`src/rtl/smp_dma_pkg.sv`:
```
package smp_dma_pkg;
  localparam int unsigned MAX_BYTES = 4;
  localparam int unsigned IDX_W     = $clog2(MAX_BYTES);
  typedef logic [IDX_W-1:0] idx_t;

  // index of the final byte of a sample for a given length code
  function automatic idx_t last_index(input logic [1:0] sel);
    case (sel)
      2'd0:    last_index = idx_t'(0);
      2'd1:    last_index = idx_t'(1);
      default: last_index = idx_t'(MAX_BYTES - 1);
    endcase
  endfunction
endpackage

```
`src/rtl/smp_phase_gen.sv`:
```
module smp_phase_gen #(
  parameter int unsigned CAP_DLY = 8
) (
  input  logic clk,
  input  logic rst_n,
  input  logic tick_i,
  output logic late_o
);
  localparam int unsigned DW = $clog2(CAP_DLY + 1);

  logic [DW-1:0] cnt_q, cnt_d;
  logic          cnt_en;

  always_comb begin
    cnt_d  = cnt_q;
    cnt_en = 1'b0;
    if (tick_i) begin
      cnt_d  = DW'(CAP_DLY);
      cnt_en = 1'b1;
    end else if (cnt_q != '0) begin
      cnt_d  = cnt_q - 1'b1;
      cnt_en = 1'b1;
    end
  end

  always_ff @(posedge clk or negedge rst_n) begin
    if (!rst_n)      cnt_q <= '0;
    else if (cnt_en) cnt_q <= cnt_d;
  end

  assign late_o = (cnt_q == DW'(1));
endmodule

```
`src/rtl/strobe_fall_det.sv`:
```
module strobe_fall_det (
  input  logic clk,
  input  logic rst_n,
  input  logic rd_n_i,
  input  logic wr_n_i,
  output logic rd_fall_o,
  output logic wr_fall_o
);
  logic rd_prev_q, wr_prev_q;

  always_ff @(posedge clk or negedge rst_n) begin
    if (!rst_n) begin
      rd_prev_q <= 1'b1;
      wr_prev_q <= 1'b1;
    end else begin
      rd_prev_q <= rd_n_i;
      wr_prev_q <= wr_n_i;
    end
  end

  assign rd_fall_o = rd_prev_q & ~rd_n_i;
  assign wr_fall_o = wr_prev_q & ~wr_n_i;
endmodule

```
`src/rtl/smp_dma_chan.sv`:
```
module smp_dma_chan
  import smp_dma_pkg::*;
(
  input  logic clk,
  input  logic rst_n,
  input  logic raise_i,
  input  logic ack_n_i,
  input  logic strb_fall_i,
  input  idx_t last_i,
  output logic req_o,
  output idx_t lane_o,
  output logic xrun_o
);
  logic req_q, req_d;
  idx_t cnt_q, cnt_d;
  logic adv, reg_en;

  assign adv = req_q & ~ack_n_i & strb_fall_i;

  always_comb begin
    req_d  = req_q;
    cnt_d  = cnt_q;
    reg_en = 1'b0;
    if (adv) begin
      reg_en = 1'b1;
      if (cnt_q == last_i) begin
        req_d = 1'b0;
        cnt_d = '0;
      end else begin
        cnt_d = cnt_q + 1'b1;
      end
    end
    if (raise_i && !req_q) begin
      req_d  = 1'b1;
      reg_en = 1'b1;
    end
  end

  always_ff @(posedge clk or negedge rst_n) begin
    if (!rst_n) begin
      req_q <= 1'b0;
      cnt_q <= '0;
    end else if (reg_en) begin
      req_q <= req_d;
      cnt_q <= cnt_d;
    end
  end

  assign req_o  = req_q;
  assign lane_o = cnt_q;
  assign xrun_o = raise_i & req_q;
endmodule

```
`src/rtl/smp_dma_arb.sv`:
```
module smp_dma_arb
  import smp_dma_pkg::*;
#(
  parameter int unsigned CAP_DLY = 8
) (
  input  logic       clk,
  input  logic       rst_n,
  input  logic       smp_tick,
  input  logic       pb_en,
  input  logic       pb_pio,
  input  logic       cap_en,
  input  logic       cap_pio,
  input  logic       single_ch,
  input  logic [1:0] bytes_sel,
  input  logic       pb_ack_n,
  input  logic       cap_ack_n,
  input  logic       rd_n,
  input  logic       wr_n,
  output logic       pb_req,
  output logic       cap_req,
  output logic [1:0] byte_lane,
  output logic       xfer_wr,
  output logic       xfer_rd,
  output logic       pb_urun,
  output logic       cap_orun
);
  logic pb_on, cap_on, late, rd_fall, wr_fall;
  logic a_sel_cap, a_raise, a_fall, a_req, a_xrun;
  logic b_raise, b_ack_n, b_req, b_xrun;
  logic a_cap_q, a_cap_d, a_cap_en;
  logic urun_q, urun_d, orun_q, orun_d;
  idx_t a_lane, b_lane, last;

  assign pb_on  = pb_en & ~pb_pio;
  assign cap_on = cap_en & ~cap_pio;
  assign last   = last_index(bytes_sel);

  smp_phase_gen #(.CAP_DLY(CAP_DLY)) u_phase (
    .clk(clk), .rst_n(rst_n), .tick_i(smp_tick), .late_o(late)
  );

  strobe_fall_det u_edge (
    .clk(clk), .rst_n(rst_n), .rd_n_i(rd_n), .wr_n_i(wr_n),
    .rd_fall_o(rd_fall), .wr_fall_o(wr_fall)
  );

  // shared channel: capture only when single mode and playback enable clear
  assign a_sel_cap = single_ch & ~pb_en & cap_on;
  assign a_raise   = a_sel_cap ? late : (pb_on & smp_tick);
  assign a_cap_en  = a_raise & ~a_req;
  assign a_cap_d   = a_sel_cap;
  assign a_fall    = a_cap_q ? rd_fall : wr_fall;

  always_ff @(posedge clk or negedge rst_n) begin
    if (!rst_n)        a_cap_q <= 1'b0;
    else if (a_cap_en) a_cap_q <= a_cap_d;
  end

  smp_dma_chan u_chan_a (
    .clk(clk), .rst_n(rst_n), .raise_i(a_raise), .ack_n_i(pb_ack_n),
    .strb_fall_i(a_fall), .last_i(last), .req_o(a_req), .lane_o(a_lane),
    .xrun_o(a_xrun)
  );

  assign b_raise = ~single_ch & cap_on & late;
  assign b_ack_n = cap_ack_n | single_ch;

  smp_dma_chan u_chan_b (
    .clk(clk), .rst_n(rst_n), .raise_i(b_raise), .ack_n_i(b_ack_n),
    .strb_fall_i(rd_fall), .last_i(last), .req_o(b_req), .lane_o(b_lane),
    .xrun_o(b_xrun)
  );

  always_comb begin
    urun_d = urun_q | (a_xrun & ~a_sel_cap);
    orun_d = orun_q | b_xrun | (a_xrun & a_sel_cap);
  end

  always_ff @(posedge clk or negedge rst_n) begin
    if (!rst_n) begin
      urun_q <= 1'b0;
      orun_q <= 1'b0;
    end else begin
      urun_q <= urun_d;
      orun_q <= orun_d;
    end
  end

  assign pb_req    = a_req;
  assign cap_req   = b_req;
  assign byte_lane = (a_req & ~pb_ack_n) ? a_lane : b_lane;
  assign xfer_wr   = a_req & ~pb_ack_n & ~a_cap_q;
  assign xfer_rd   = (a_req & ~pb_ack_n & a_cap_q) | (b_req & ~b_ack_n);
  assign pb_urun   = urun_q;
  assign cap_orun  = orun_q;
endmodule

```
`config.mk`:
```
export PLATFORM = sky130hd
export DESIGN_NAME = smp_dma_arb
export DESIGN_NICKNAME = d
export VERILOG_FILES = /design/src/rtl/smp_dma_pkg.sv /design/src/rtl/smp_phase_gen.sv /design/src/rtl/strobe_fall_det.sv /design/src/rtl/smp_dma_chan.sv /design/src/rtl/smp_dma_arb.sv
export SDC_FILE = /design/constraint.sdc
export NUM_CORES = 1
export LEC_CHECK = 0
export ABC_AREA = 1
export BUFFER_PORTS_ARGS = -buffer_cell sky130_fd_sc_hd__buf_2
export CORE_UTILIZATION = 30
export DETAILED_ROUTE_END_ITERATION = 10
export MAX_ROUTING_LAYER = met4
export RECOVER_POWER = 50
export SLEW_MARGIN = 30
export SYNTH_ARGS = -nofsm -noshare
export SYNTH_HDL_FRONTEND = slang
export SYNTH_SLANG_ARGS = --single-unit
```
`constraint.sdc`:
```
create_clock -name clk -period 1.3 [get_ports clk]
set_input_delay 0.13 -clock clk [delete_from_list [all_inputs] [get_ports clk]]
set_output_delay 0.13 -clock clk [all_outputs]
set_load 0.005 [all_outputs]
```
; Yosys cells after proc, flatten, opt, wreduce, memory -nomap -nowiden
; Index checks and enable logic that the tools add are counted.
[classes]
eq_ne = 4
n_addsub = 3
n_bitwise = 36
n_mux = 20
n_reduce_logical = 16
[ops]
columns = op, count
row1 = 1-bit AND, 20
row2 = 1-bit two-way mux, 14
row3 = 1-bit NOT, 11
row4 = 2-bit nonzero test, 5
row5 = 4-bit two-way mux, 2
row6 = 2-bit two-way mux, 3
row7 = 2-bit AND reduction, 3
row8 = 3-bit AND reduction, 2
row9 = 1-bit OR, 5
row10 = 2-bit by 1-bit adder with 2-bit output (second input constant), 2
row11 = 2-bit equality test, 2
row12 = 4-bit by 1-bit equality test with 1-bit output (second input constant), 1
row13 = 2-bit one-hot mux with 2 select lines, 1
row14 = 4-bit nonzero test, 1
row15 = 4-bit by 1-bit subtractor with 4-bit output (second input constant), 1
row16 = 2-bit by 1-bit equality test with 1-bit output (second input constant), 1
row17 = 1-bit logical AND, 2
row18 = 1-bit logical NOT, 2
row19 = 2-bit logical NOT, 1
[word_totals]
output_inout_bits = 8
inputBits = 14
reg_bits = 15
wordCells = 89

; Logic depth before layout (Yosys ltp)
; Gate-level depths: netlist of the first run.
[logic_depth]
depth_word = 7
ltp_mapped = 9
mapped_depth_nobuf = 8

; Hierarchy
; A second synthesis of the first run with hierarchy kept.
[unflattened]
hier_cells = 145
area_unflattened_um2 = 1032.2
[modules_own_cells]
columns = mod, area_each_um2, n_inst, seq_area_each_um2, cells_per_inst
row1 = smp_dma_chan, 219.0, 2, 75.1, 33
row2 = smp_dma_arb, 277.8, 1, 75.1, 43
row3 = smp_phase_gen, 244.0, 1, 100.1, 30
row4 = strobe_fall_det, 72.6, 1, 52.6, 6

; Least setup slack after synthesis of the first run
; Ideal clock, no wire load.
[synth_path]
path_kind = register to register
start = register u_edge.rd_prev_q
end = register u_chan_b.cnt_q[0] (netlist: u_chan_b.lane_o[0])
arrival_ns = 0.995
path_buffers = 0
path_stages_with_launch = 7
slack_ns = 0.240
setup_time_ns = 0.065
synth_period_minus_slack_ns = 1.060
required_time_ns = 1.235
path_cell_list = dfstp_2 -> inv_1 -> nor2_4 -> nand4_1 -> inv_1 -> nand3_1 -> nand2_1
[synth_between]
elab_chain_cells = 5
[synth_rtl]
columns = element, line
row1 = start: declaration, strobe_fall_det.sv:9  ; logic rd_prev_q, wr_prev_q;
row2 = start signal: assignment, strobe_fall_det.sv:16  ; rd_prev_q <= rd_n_i;
row3 = 1-bit AND (*), strobe_fall_det.sv:21  ; assign rd_fall_o = rd_prev_q & ~rd_n_i;
row4 = 1-bit AND (*), smp_dma_chan.sv:18  ; assign adv = req_q & ~ack_n_i & strb_fall_i;
row5 = 1-bit two-way mux, smp_dma_chan.sv:24  ; if (adv) begin
row6 = 1-bit two-way mux, smp_dma_chan.sv:33  ; if (raise_i && !req_q) begin
row7 = 2-bit AND reduction (no line) (*), n/a
row8 = end signal: assignment, smp_dma_chan.sv:45  ; cnt_q <= cnt_d;
row9 = end: declaration, smp_dma_chan.sv:15  ; idx_t cnt_q, cnt_d;
; Every way passes the cells marked *; elsewhere a longest branch is shown, timed or not.
; A chain may end at the register's enable or synchronous reset.

; Worst setup path in the final report of the first run
[layout_path]
start = register u_chan_a.req_q (netlist: u_chan_a.req_o)
end = output byte_lane[1]
[layout_between]
elab_chain_cells = 2
[layout_rtl]
columns = element, line
row1 = start: declaration, smp_dma_chan.sv:14  ; logic req_q, req_d;
row2 = start signal: assignment, smp_dma_chan.sv:44  ; req_q <= req_d;
row3 = 1-bit AND, smp_dma_arb.sv:91  ; assign byte_lane = (a_req & ~pb_ack_n) ? a_lane : b_lane;
row4 = 2-bit two-way mux, smp_dma_arb.sv:91
row5 = end: declaration, smp_dma_arb.sv:21  ; output logic [1:0] byte_lane,
; Every way passes these cells.

==> out/metrics.cfg, run 1 <==
[outcome]
status=finished, violations left
violations=design-rule violations

[finish]
multi_input_area_um2=461.7
register_area_um2=377.9
diodes=0
fin_nets=168
syn_to_final_growth_pct=24.16
postLayoutCellArea_um2=1151
drive_above_1_share_pct=25.17
fillers=307

[worst_setup_path]
cp_max_fo=5
critPathRequiredTime_ps=1170
rr_startpoint=u_edge.rd_prev_q
cpPeakStageDelay_ps=400
cp.arrival_ps=1150
cp-start-kind=register
crit_start=u_chan_a.req_o
slowest_stage=dfrtp_1
path_buf_inv=3
cp_top_family=flip-flops
path_cells=inv_2 > nor2_8 > inv_4 > nand2_1 > o21ai_1 > buf_2
setup.worst_path.end_class=output port
crit_type=register to output port

[synthesis]
synth_largest_area_cell=dfrtp_1
yosys.area_share.simple_pct=34.68
syn_nets=136
yosys_warnings=0
netlist_area_um2=927.1
synth_xor_area_share_pct=5.668
post_synth.cell_area_avg_um2=7.726
synth_seq_cells=15
synth_compound_area_share_pct=6.343
ys_types=26
synth_top_area_share_pct=35.09
yosys.area_share.adder_pct=2.699
synth.area.top_cells=dfrtp_1, nand2_1, inv_1, dfstp_2, nor2_1
syn_inst=120
ys_seq_area_share_pct=40.76
synth_top_family_by_area=simple AND/OR/NAND/NOR gates
synth_mux_area_share_pct=0

[floorplan]
fp.dieArea_um2=3317
core_um2=2853
std_cell_rows=19
die_y_um=57.59
start_util_pct=32.50
ioPinCount=22
die_w_um=57.59

[placement]
portBuffers=21
place.gp.congestion=0.8241
pre_cts_slack_ps=147.9
dpl_cell_area_um2=1055
hpwl_um=1512

[sta]
worstMarginPinSlew_ps=830.8
max_freq_ghz=0.7817
rsz0062_at_grt=true
setup_ws_ps=20.71
setup_viol=0
maxSlewViolCount=0
hold_violations=0
min_period_ps=1279
fin_crit_sh_pct=98.41
finClkSkew_ps=6.130
relSlewSlack_pct=44.61

[worst_hold_path]
hold_path_class=input port to register
hold_start=smp_tick

[clock_tree]
clock_path_buffers=2
clock-root-buffer=clkbuf_4
cts.sinks=15
cts_tree=done
clk_latency_ps=290
path_clk_slew_ps=90
htree_levels=1
cts-buffers-inserted=3

[route]
drt_first_iter_violations=24
via_count=846
finalWirelength_um=1917
routed_via_density=4.648
dr.pass1.iters=9
drcViolationCount=1
antenna_left=0
wire_per_inst_um=10.53

[power_and_ir_drop]
power_density_nw_per_um2=1673
total_power_uw=1926
power_leakage_uw=0.0006145
ir_drop_mv=0.8335

[job]
cap_viol_max_count=0

[global_route]
gr-usage-all-layers_pct=13.56
grt_pass1_vias=833
grt_overflow=0
grt_first_pass_wirelength_um=3318
antenna_found_initial=0
grt_start_max_net_pins=16

path summary, 6_finish.rpt:
path                                       to  slack (ps)  depth (start not counted)
max in group asynchronous    u_phase.cnt_q[3]         340                          2
max                              byte_lane[1]          20                          6
min in group asynchronous      u_chan_a.req_o         440                          2
max reg2reg                u_chan_b.lane_o[0]         130                          6
min                          u_phase.cnt_q[2]          70                          2
min reg2reg                          cap_orun         470                          2
cells by family (layout without fill, tap and decap cells):
family                     after synthesis  after routing
AOI/OAI and AO/OA                       10             10
xor gates and xnor gates                 6              6
adders and majority gates                2              2
buffers and inverters                   22             53
DFF                                     15             15
and+or+nand+nor                         65             65
sequential cells by signal, indices dropped and copies added (netlist names):
register,count
u_chan_a.lane_o,2
u_edge.rd_prev_q,1
u_phase.cnt_q,4
u_chan_b.req_o,1
u_chan_b.lane_o,2
cap_orun,1
u_edge.wr_prev_q,1
u_chan_a.req_o,1
pb_urun,1
a_cap_q,1
synthesized netlist by cell type:
master and number:
clkbuf_2 1, nor2_8 1, nor2_1 14, xnor2_1 3, inv_2 1, nand3b_1 1, nand2_2 2, nand3_1 9
xor2_1 3, nor3_1 3, buf_6 1, inv_1 19, nand4_1 3, o31ai_1 2, a31oi_1 1, dfstp_2 2
a21oi_1 2, ha_1 2, nand3_4 1, dfrtp_1 13, nand3_2 1, nor2_2 1, o21ai_0 4, nand2_1 28
a211oi_1 1, nor2_4 1
worst register-to-register path, cell delays in order (launching register included):
cell and delay [ps]:
dfstp_2 530, inv_1 60, nor2_4 120, nand4_1 160, inv_1 110, nand3_1 80, nand2_1 60
through the flow:
step | hold slack, ps | setup TNS [ps] | utilization (%) | cells
3_5_place_dp | 60.43 | 0 | 36.97 | 170
6_report | 69.43 | 0 | 40.35 | 182
3_3_place_gp | 50.63 | 0 | 36.97 | 170
4_1_cts | 60.65 | -53.14 | 39.74 | 180
2_1_floorplan | -165.6 | 0 | - | 120
5_1_grt | 53.64 | -142.9 | 40.35 | 182
where the power goes:
part | internal [µW] | switching (µW) | total, µW
registers | 620 | 171 | 791
logic | 406 | 459 | 864
clock network | 119 | 152 | 271
total | 1140 | 782 | 1930
placed cells by master, fill, tap and decap left out, types with 2 or more instances in the layout:
| master | synthesis | layout |
|---|---|---|
| clkbuf_1 | 0 | 4 |
| nor2_1 | 14 | 14 |
| nand4_1 | 3 | 3 |
| o31ai_1 | 2 | 2 |
| nand3_1 | 9 | 9 |
| dfstp_2 | 2 | 2 |
| nand2_2 | 2 | 2 |
| inv_1 | 19 | 18 |
| o21ai_1 | 0 | 2 |
| buf_4 | 0 | 5 |
| dlygate4sd3_1 | 0 | 3 |
| nand2_1 | 28 | 28 |
| a21oi_1 | 2 | 2 |
| buf_2 | 0 | 18 |
| dfrtp_1 | 13 | 13 |
| ha_1 | 2 | 2 |
| xor2_1 | 3 | 3 |
| clkbuf_4 | 0 | 3 |
| nor3_1 | 3 | 3 |
| xnor2_1 | 3 | 3 |
routing by layer:
layer	share of wire (%)	up-vias	wire [µm]	global-route usage [%]
li1	-	439	-	-
met1	46	389	881	15.18
met2	49	14	947	23.09
met3	4.0	4	77	4.762
met4	0.52	0	10	3.136
met5	0	-	0	-
layout make-up:
class                           instances  share of cell area [%]
Timing Repair Buffer                   29                   14.67
Inverter                               20                   6.739
Clock buffer                            4                   2.283
Multi-Input combinational cell         83                   40.11
Sequential cell                        15                   32.83
Tap cell                               31                   3.370
timing repair:
action | CTS | global route
hold endpoints to repair | 15 | 0
setup endpoints to repair | 4 | 5
gates cloned | 0 | 0
setup buffers | 3 | 2
gates resized for setup | 3 | 3
hold buffers | 3 | 0
pin swaps | 1 | 1
Power figures use the tool's default switching activity.
==> inputs of run 2 (changes only) <==
Settings changed: BUFFER_PORTS_ARGS -buffer_cell sky130_fd_sc_hd__buf_2 to -buffer_cell sky130_fd_sc_hd__buf_4.
==> run 2 against run 1 <==
  * Worst setup slack lost 32 ps
  * Worst hold slack lost 41 ps
  * Critical endpoint unchanged
  * Clock skew shrank 0.82 ps
  * Total power grew 6.4%
  * Clock power grew 3%
  * Non-clock buffer count is the same
  * Sequential cell count is the same
  * First-iteration DRC count grew 33%
  * Sequential power grew 2%
  * Die area is the same
  * The flow finishes with violations (design-rule violations, negative setup slack)
  * Sequential share of layout area shrank 1.6 points
  * Largest power group unchanged
  * Routed wire length grew 7.8%
==> out/metrics.cfg, run 2 (same netlist as run 1, synthesis figures left out) <==
[outcome]
status=finished, violations left
violations=design-rule violations, negative setup slack

[clock_tree]
cts.sinks=15
clk_latency_ps=290
cts-buffers-inserted=3
clock_path_buffers=2
path_clk_slew_ps=100
clock-root-buffer=clkbuf_4
htree_levels=1
cts_tree=done

[sta]
hold_violations=0
max_freq_ghz=0.7624
setup_viol=3
finalSetupTns_ps=-14.59
rsz0062_at_grt=true
worstMarginPinSlew_ps=816.2
fin_crit_sh_pct=100.9
relSlewSlack_pct=45.58
min_period_ps=1312
maxSlewViolCount=0
finClkSkew_ps=5.308
setup_ws_ps=-11.57

[job]
cap_viol_max_count=0

[worst_setup_path]
rr_startpoint=u_edge.rd_prev_q
cpPeakStageDelay_ps=400
path_cells=inv_2 > nor2_8 > inv_4 > nand2_2 > o21ai_2 > buf_4
critPathRequiredTime_ps=1170
cp.arrival_ps=1180
cp_max_fo=5
cp-start-kind=register
crit_start=u_chan_a.req_o
timing.rr.end=u_chan_b.lane_o[1]
slowest_stage=dfrtp_1
worst_r2r_path_depth=6
rrSetupSlack_ps=120
crit_type=register to output port
setup.worst_path.end_class=output port

[route]
dr.pass1.iters=7
via_count=866
finalWirelength_um=2066
antenna_left=0
wire_per_inst_um=11.35
drt_first_iter_violations=32
routed_via_density=4.758
drcViolationCount=1

[power_and_ir_drop]
power_density_nw_per_um2=1693
ir_drop_mv=0.7340
power_leakage_uw=0.0006365

[placement]
hpwl_um=1554
dp.cells=170
pre_cts_slack_ps=139.6
place.gp.congestion=0.8214
portBuffers=21

[finish]
diodes=0
largest_reg_flops=4
syn_to_final_growth_pct=30.50
final_common_cell=nand2_1
fin_cells=182
fin_nets=168
largest-register=u_phase.cnt_q
final_cell_mix=nand2_1, buf_4, inv_1
drive_above_1_share_pct=28.48
fillers=282

[global_route]
gr-usage-met3_pct=4.989
met2_usage_pct=23.26
antenna_found_initial=0
grt_pass1_vias=817
grt_overflow=0
gr-usage-all-layers_pct=14.36
busiest_layer=met2
grt_start_max_net_pins=16
grt_first_pass_wirelength_um=3463
met1_usage_pct=16.50

[floorplan]
die_w_um=57.59
std_cell_rows=19
ioPinCount=22
fp.dieArea_um2=3317
start_util_pct=32.50
die_y_um=57.59
core_um2=2853

[worst_hold_path]
worstHoldPathCells=2
hold_path_class=input port to register
hold-path-endpoint=u_phase.cnt_q[2]
hold_start=smp_tick

[run 2: layer usage]
| layer | part of all wire [%] | vias to the layer above |
|---|---|---|
| met2 | 49 | 18 |
| met1 | 46 | 407 |
| met4 | 0.58 | 0 |
| li1 | - | 439 |
| met3 | 4.2 | 2 |
| met5 | 0 | - |
[run 2: worst max path at each step]
stage	end	slack (ps)
2_1_floorplan	u_chan_b.lane_o[0]	240
3_3_place_gp	byte_lane[1]	150
3_5_place_dp	u_chan_b.lane_o[1]	140
4_1_cts	byte_lane[1]	-50
5_1_grt	byte_lane[1]	-90
6_report	byte_lane[1]	-10
[run 2: cell type report]
type | instances | area [µm²] | share of cell area [%]
repair buffers | 29 | 217.7 | 17.99
well taps | 31 | 38.79 | 3.206
flip-flops and latches | 15 | 377.9 | 31.23
multi-input cells | 83 | 470.5 | 38.88
inverters | 20 | 77.57 | 6.412
clock buffers | 3 | 22.52 | 1.861
clock inverters | 1 | 5.005 | 0.4137
[run 2: critical path, delay by kind of cell, from the launching register on]
kind,cells,cell delay (ps)
buffers and inverters,3,270
AND/OR/NAND/NOR,2,170
AO/OA/AOI/OAI,1,50
flip-flops,1,400
[run 2: metrics by stage]
stage	utilization [%]	area (µm²)	hold slack, ps	power [µW]
floorplan	-	927.1	-165.6	1328
global placement	38.82	1107	-1.065	1606
detailed placement	38.82	1107	-2.665	1637
CTS	41.62	1187	15.45	2010
global route	42.41	1210	4.150	2216
finish	42.41	1210	28.18	2049
[run 2: where the power goes]
part | internal [µW] | switching (µW) | total, µW | leakage [µW]
sequential | 619 | 187 | 806 | 0.000181
combinational | 475 | 489 | 963 | 0.000438
clock | 115 | 165 | 279 | 0.0000177
[run 2: timing repair]
item | CTS | global route
setup buffers | 3 | 2
resized for setup | 3 | 5
endpoints found under the hold margin | 17 | 0
hold buffers | 3 | 0
setup endpoints to repair | 4 | 4
pin swaps | 2 | 2
==> inputs of run 3 (changes only) <==
Settings changed: ABC_AREA 1 to 0, TNS_END_PERCENT set to 30.
==> run 3 against run 2 <==
  * The run ends with negative setup slack left
  * Largest cell class unchanged
  * Final cell count shrank 17%
  * Count of clock-buffer cells in the layout grew 1
  * Synthesized cell count is 32% lower
  * Synthesized area down 14%
  * Worst setup slack worse by 56 ps
  * Maximum frequency decreased by 4.1%
==> out/metrics.cfg, run 3 <==
[outcome]
violations=negative setup slack
status=finished, violations left

[finish]
fin_util_pct=48.25
syn_to_final_growth_pct=50.86
fillers=229
drive_above_1_share_pct=44.63
fin_cells=151
fin_nets=138
largest_reg_flops=4
final_common_cell=buf_4
diodes=0
final_cell_mix=buf_4, dfrtp_1, nand2_1
largest-register=u_phase.cnt_q
postLayoutCellArea_um2=1206

[route]
via_count=737
drcViolationCount=0
wire_per_inst_um=12.36
drt_first_iter_violations=8
routed_via_density=4.881
antenna_left=0
finalWirelength_um=1866
dr.pass1.iters=3

[synthesis]
synth_top_area_share_pct=40.69
ys.flop_type=dfrtp_1
yosysMostFrequentCell=dfrtp_1
synth_largest_area_cell=dfrtp_1
synth_seq_cells=15
syn_inst=82
post_synth.cell_area_avg_um2=9.750
synth_edf_count=0
netlist_area_um2=799.5
yosys-top-cells-count=dfrtp_1, nand2_1, nor2_1
ys_types=28
syn_nets=98
ys_seq_area_share_pct=47.26
synth.area.top_cells=dfrtp_1, dfstp_2, nand2_1, nor2_1, xor2_1
async_flop_share_pct=100.0
yosys_warnings=0

[sta]
setup_ws_ps=-67.58
min_period_ps=1368
maxSlewViolCount=0
setup_viol=4
fin_crit_sh_pct=105.2
max_freq_ghz=0.7312
finClkSkew_ps=2.060
rsz0062_at_grt=true
worstMarginPinSlew_ps=798.1
relSlewSlack_pct=46.80
hold_violations=0

[clock_tree]
clk_latency_ps=280
htree_levels=1
cts.sinks=15
cts_tree=done
clock-root-buffer=clkbuf_4
clock_path_buffers=2
cts-buffers-inserted=3
path_clk_slew_ps=90

[floorplan]
ioPinCount=22
core_um2=2500
fp.dieArea_um2=2876
die_w_um=53.63
std_cell_rows=18
start_util_pct=31.98
die_y_um=53.63

[global_route]
grt_start_max_net_pins=16
grt_pass1_vias=687
antenna_found_initial=0
grt_overflow=0
gr-usage-all-layers_pct=16.08
grt_first_pass_wirelength_um=3139

[power_and_ir_drop]
power_density_nw_per_um2=1704
power_switching_uw=728.1
p_seq_share_pct=38.1
p_sw_share_pct=35.42
power_leakage_uw=0.0005765
clock_power_share_pct=13.1
p_int_uw=1328
combPwrFrac_pct=48.9
ir_drop_mv=0.7662

[placement]
place.gp.congestion=0.8392
dp.cells=143
dpl_cell_area_um2=1080
portBuffers=21
hpwl_um=1445

[worst_setup_path]
critPathRequiredTime_ps=1520
cp.arrival_ps=1590
setup.worst_path.end_class=register
cp-start-kind=register
cp_max_fo=4
crit_type=register to register

[job]
cap_viol_max_count=0

[worst_hold_path]
hold_path_class=input port to register

run 3: changes by cell type in the layout (fill, tap and decap cells not counted), sizes merged, moves of 8 or more:
cell,delta
buf,+8
inv,-16
nand2,-20
nand3,-9
nor2,-9
run 3: power by group through the flow:
stage / Clock (µW) / Combinational [µW] / Sequential (µW)
floorplan: 0 / 427 / 779
global placement: 0 / 871 / 764
detailed placement: 0 / 884 / 767
CTS: 276 / 938 / 769
global route: 303 / 1120 / 807
finish: 268 / 1000 / 782
run 3: logic make-up (layout without fill, tap and decap cells):
| group | after synthesis | count (layout) | share of synthesized area [%] |
|---|---|---|---|
| adder cells (fa/ha/maj) | 2 | 2 | 3.129 |
| buffers and inverters | 4 | 43 | 1.877 |
| AND/OR/NAND/NOR | 40 | 40 | 28.33 |
| flip-flops | 15 | 15 | 47.26 |
| XOR/XNOR | 4 | 4 | 4.383 |
| multiplexers | 1 | 1 | 1.408 |
| AO/OA/AOI/OAI | 16 | 16 | 13.61 |
run 3: metal layers:
layer  routed length, µm  part of all wire, %  up-vias  track usage (%)
li1                    -                    -      370                -
met1                 844                   45      350            21.95
met2                 913                   49       13            22.71
met3                  73                  3.9        4            1.977
met4                  35                  1.9        0            9.211
met5                   0                    0        -                -
run 3: critical path, stage by stage (launching register included):
cell,delay (ps)
dfrtp_1,420
inv_1,80
ha_2,160
or3b_4,420
xnor2_2,140
nor2_1,90
run 3: cell type report:
type / instances / area, µm² / area share [%]
flip-flops and latches: 15 / 377.9 / 31.33
inverters: 4 / 15.01 / 1.245
multi-input cells: 63 / 479.2 / 39.73
repair buffers: 35 / 270.3 / 22.41
well taps: 30 / 37.54 / 3.112
clock buffers: 4 / 26.28 / 2.178
run 3: final timing paths:
path	slack, ps	from	cells past startpoint	to
max in group asynchronous	360	rst_n	2	a_cap_q
hold / removal	30	smp_tick	2	u_phase.cnt_q[1]
setup / recovery	-70	u_phase.cnt_q[0]	5	u_phase.cnt_q[0]
min in group asynchronous	450	rst_n	2	u_chan_b.lane_o[0]
hold reg to reg	470	pb_urun	1	pb_urun
setup reg to reg	-70	u_phase.cnt_q[0]	5	u_phase.cnt_q[0]
run 3: repair_timing:
item / CTS / global route
endpoints found under the setup margin: 10 / 12
setup buffers: 0 / 1
pin swaps: 2 / 1
resized for setup: 8 / 7
gates cloned: 0 / 0
hold buffers: 3 / 0
endpoints found under the hold margin: 17 / 0
run 3: per-stage QoR:
stage | setup TNS (ps) | setup slack [ps] | hold slack [ps] | power [µW]
after floorplan | -20.90 | -14.72 | -165.6 | 1206
after global placement | -116.1 | -37.80 | -1.944 | 1635
after detailed placement | -237.4 | -68.56 | -3.648 | 1652
after CTS | -174.1 | -51.65 | 26.73 | 1984
after global routing | -751.4 | -139.9 | 16.89 | 2226
final | -138.3 | -67.58 | 26.38 | 2056
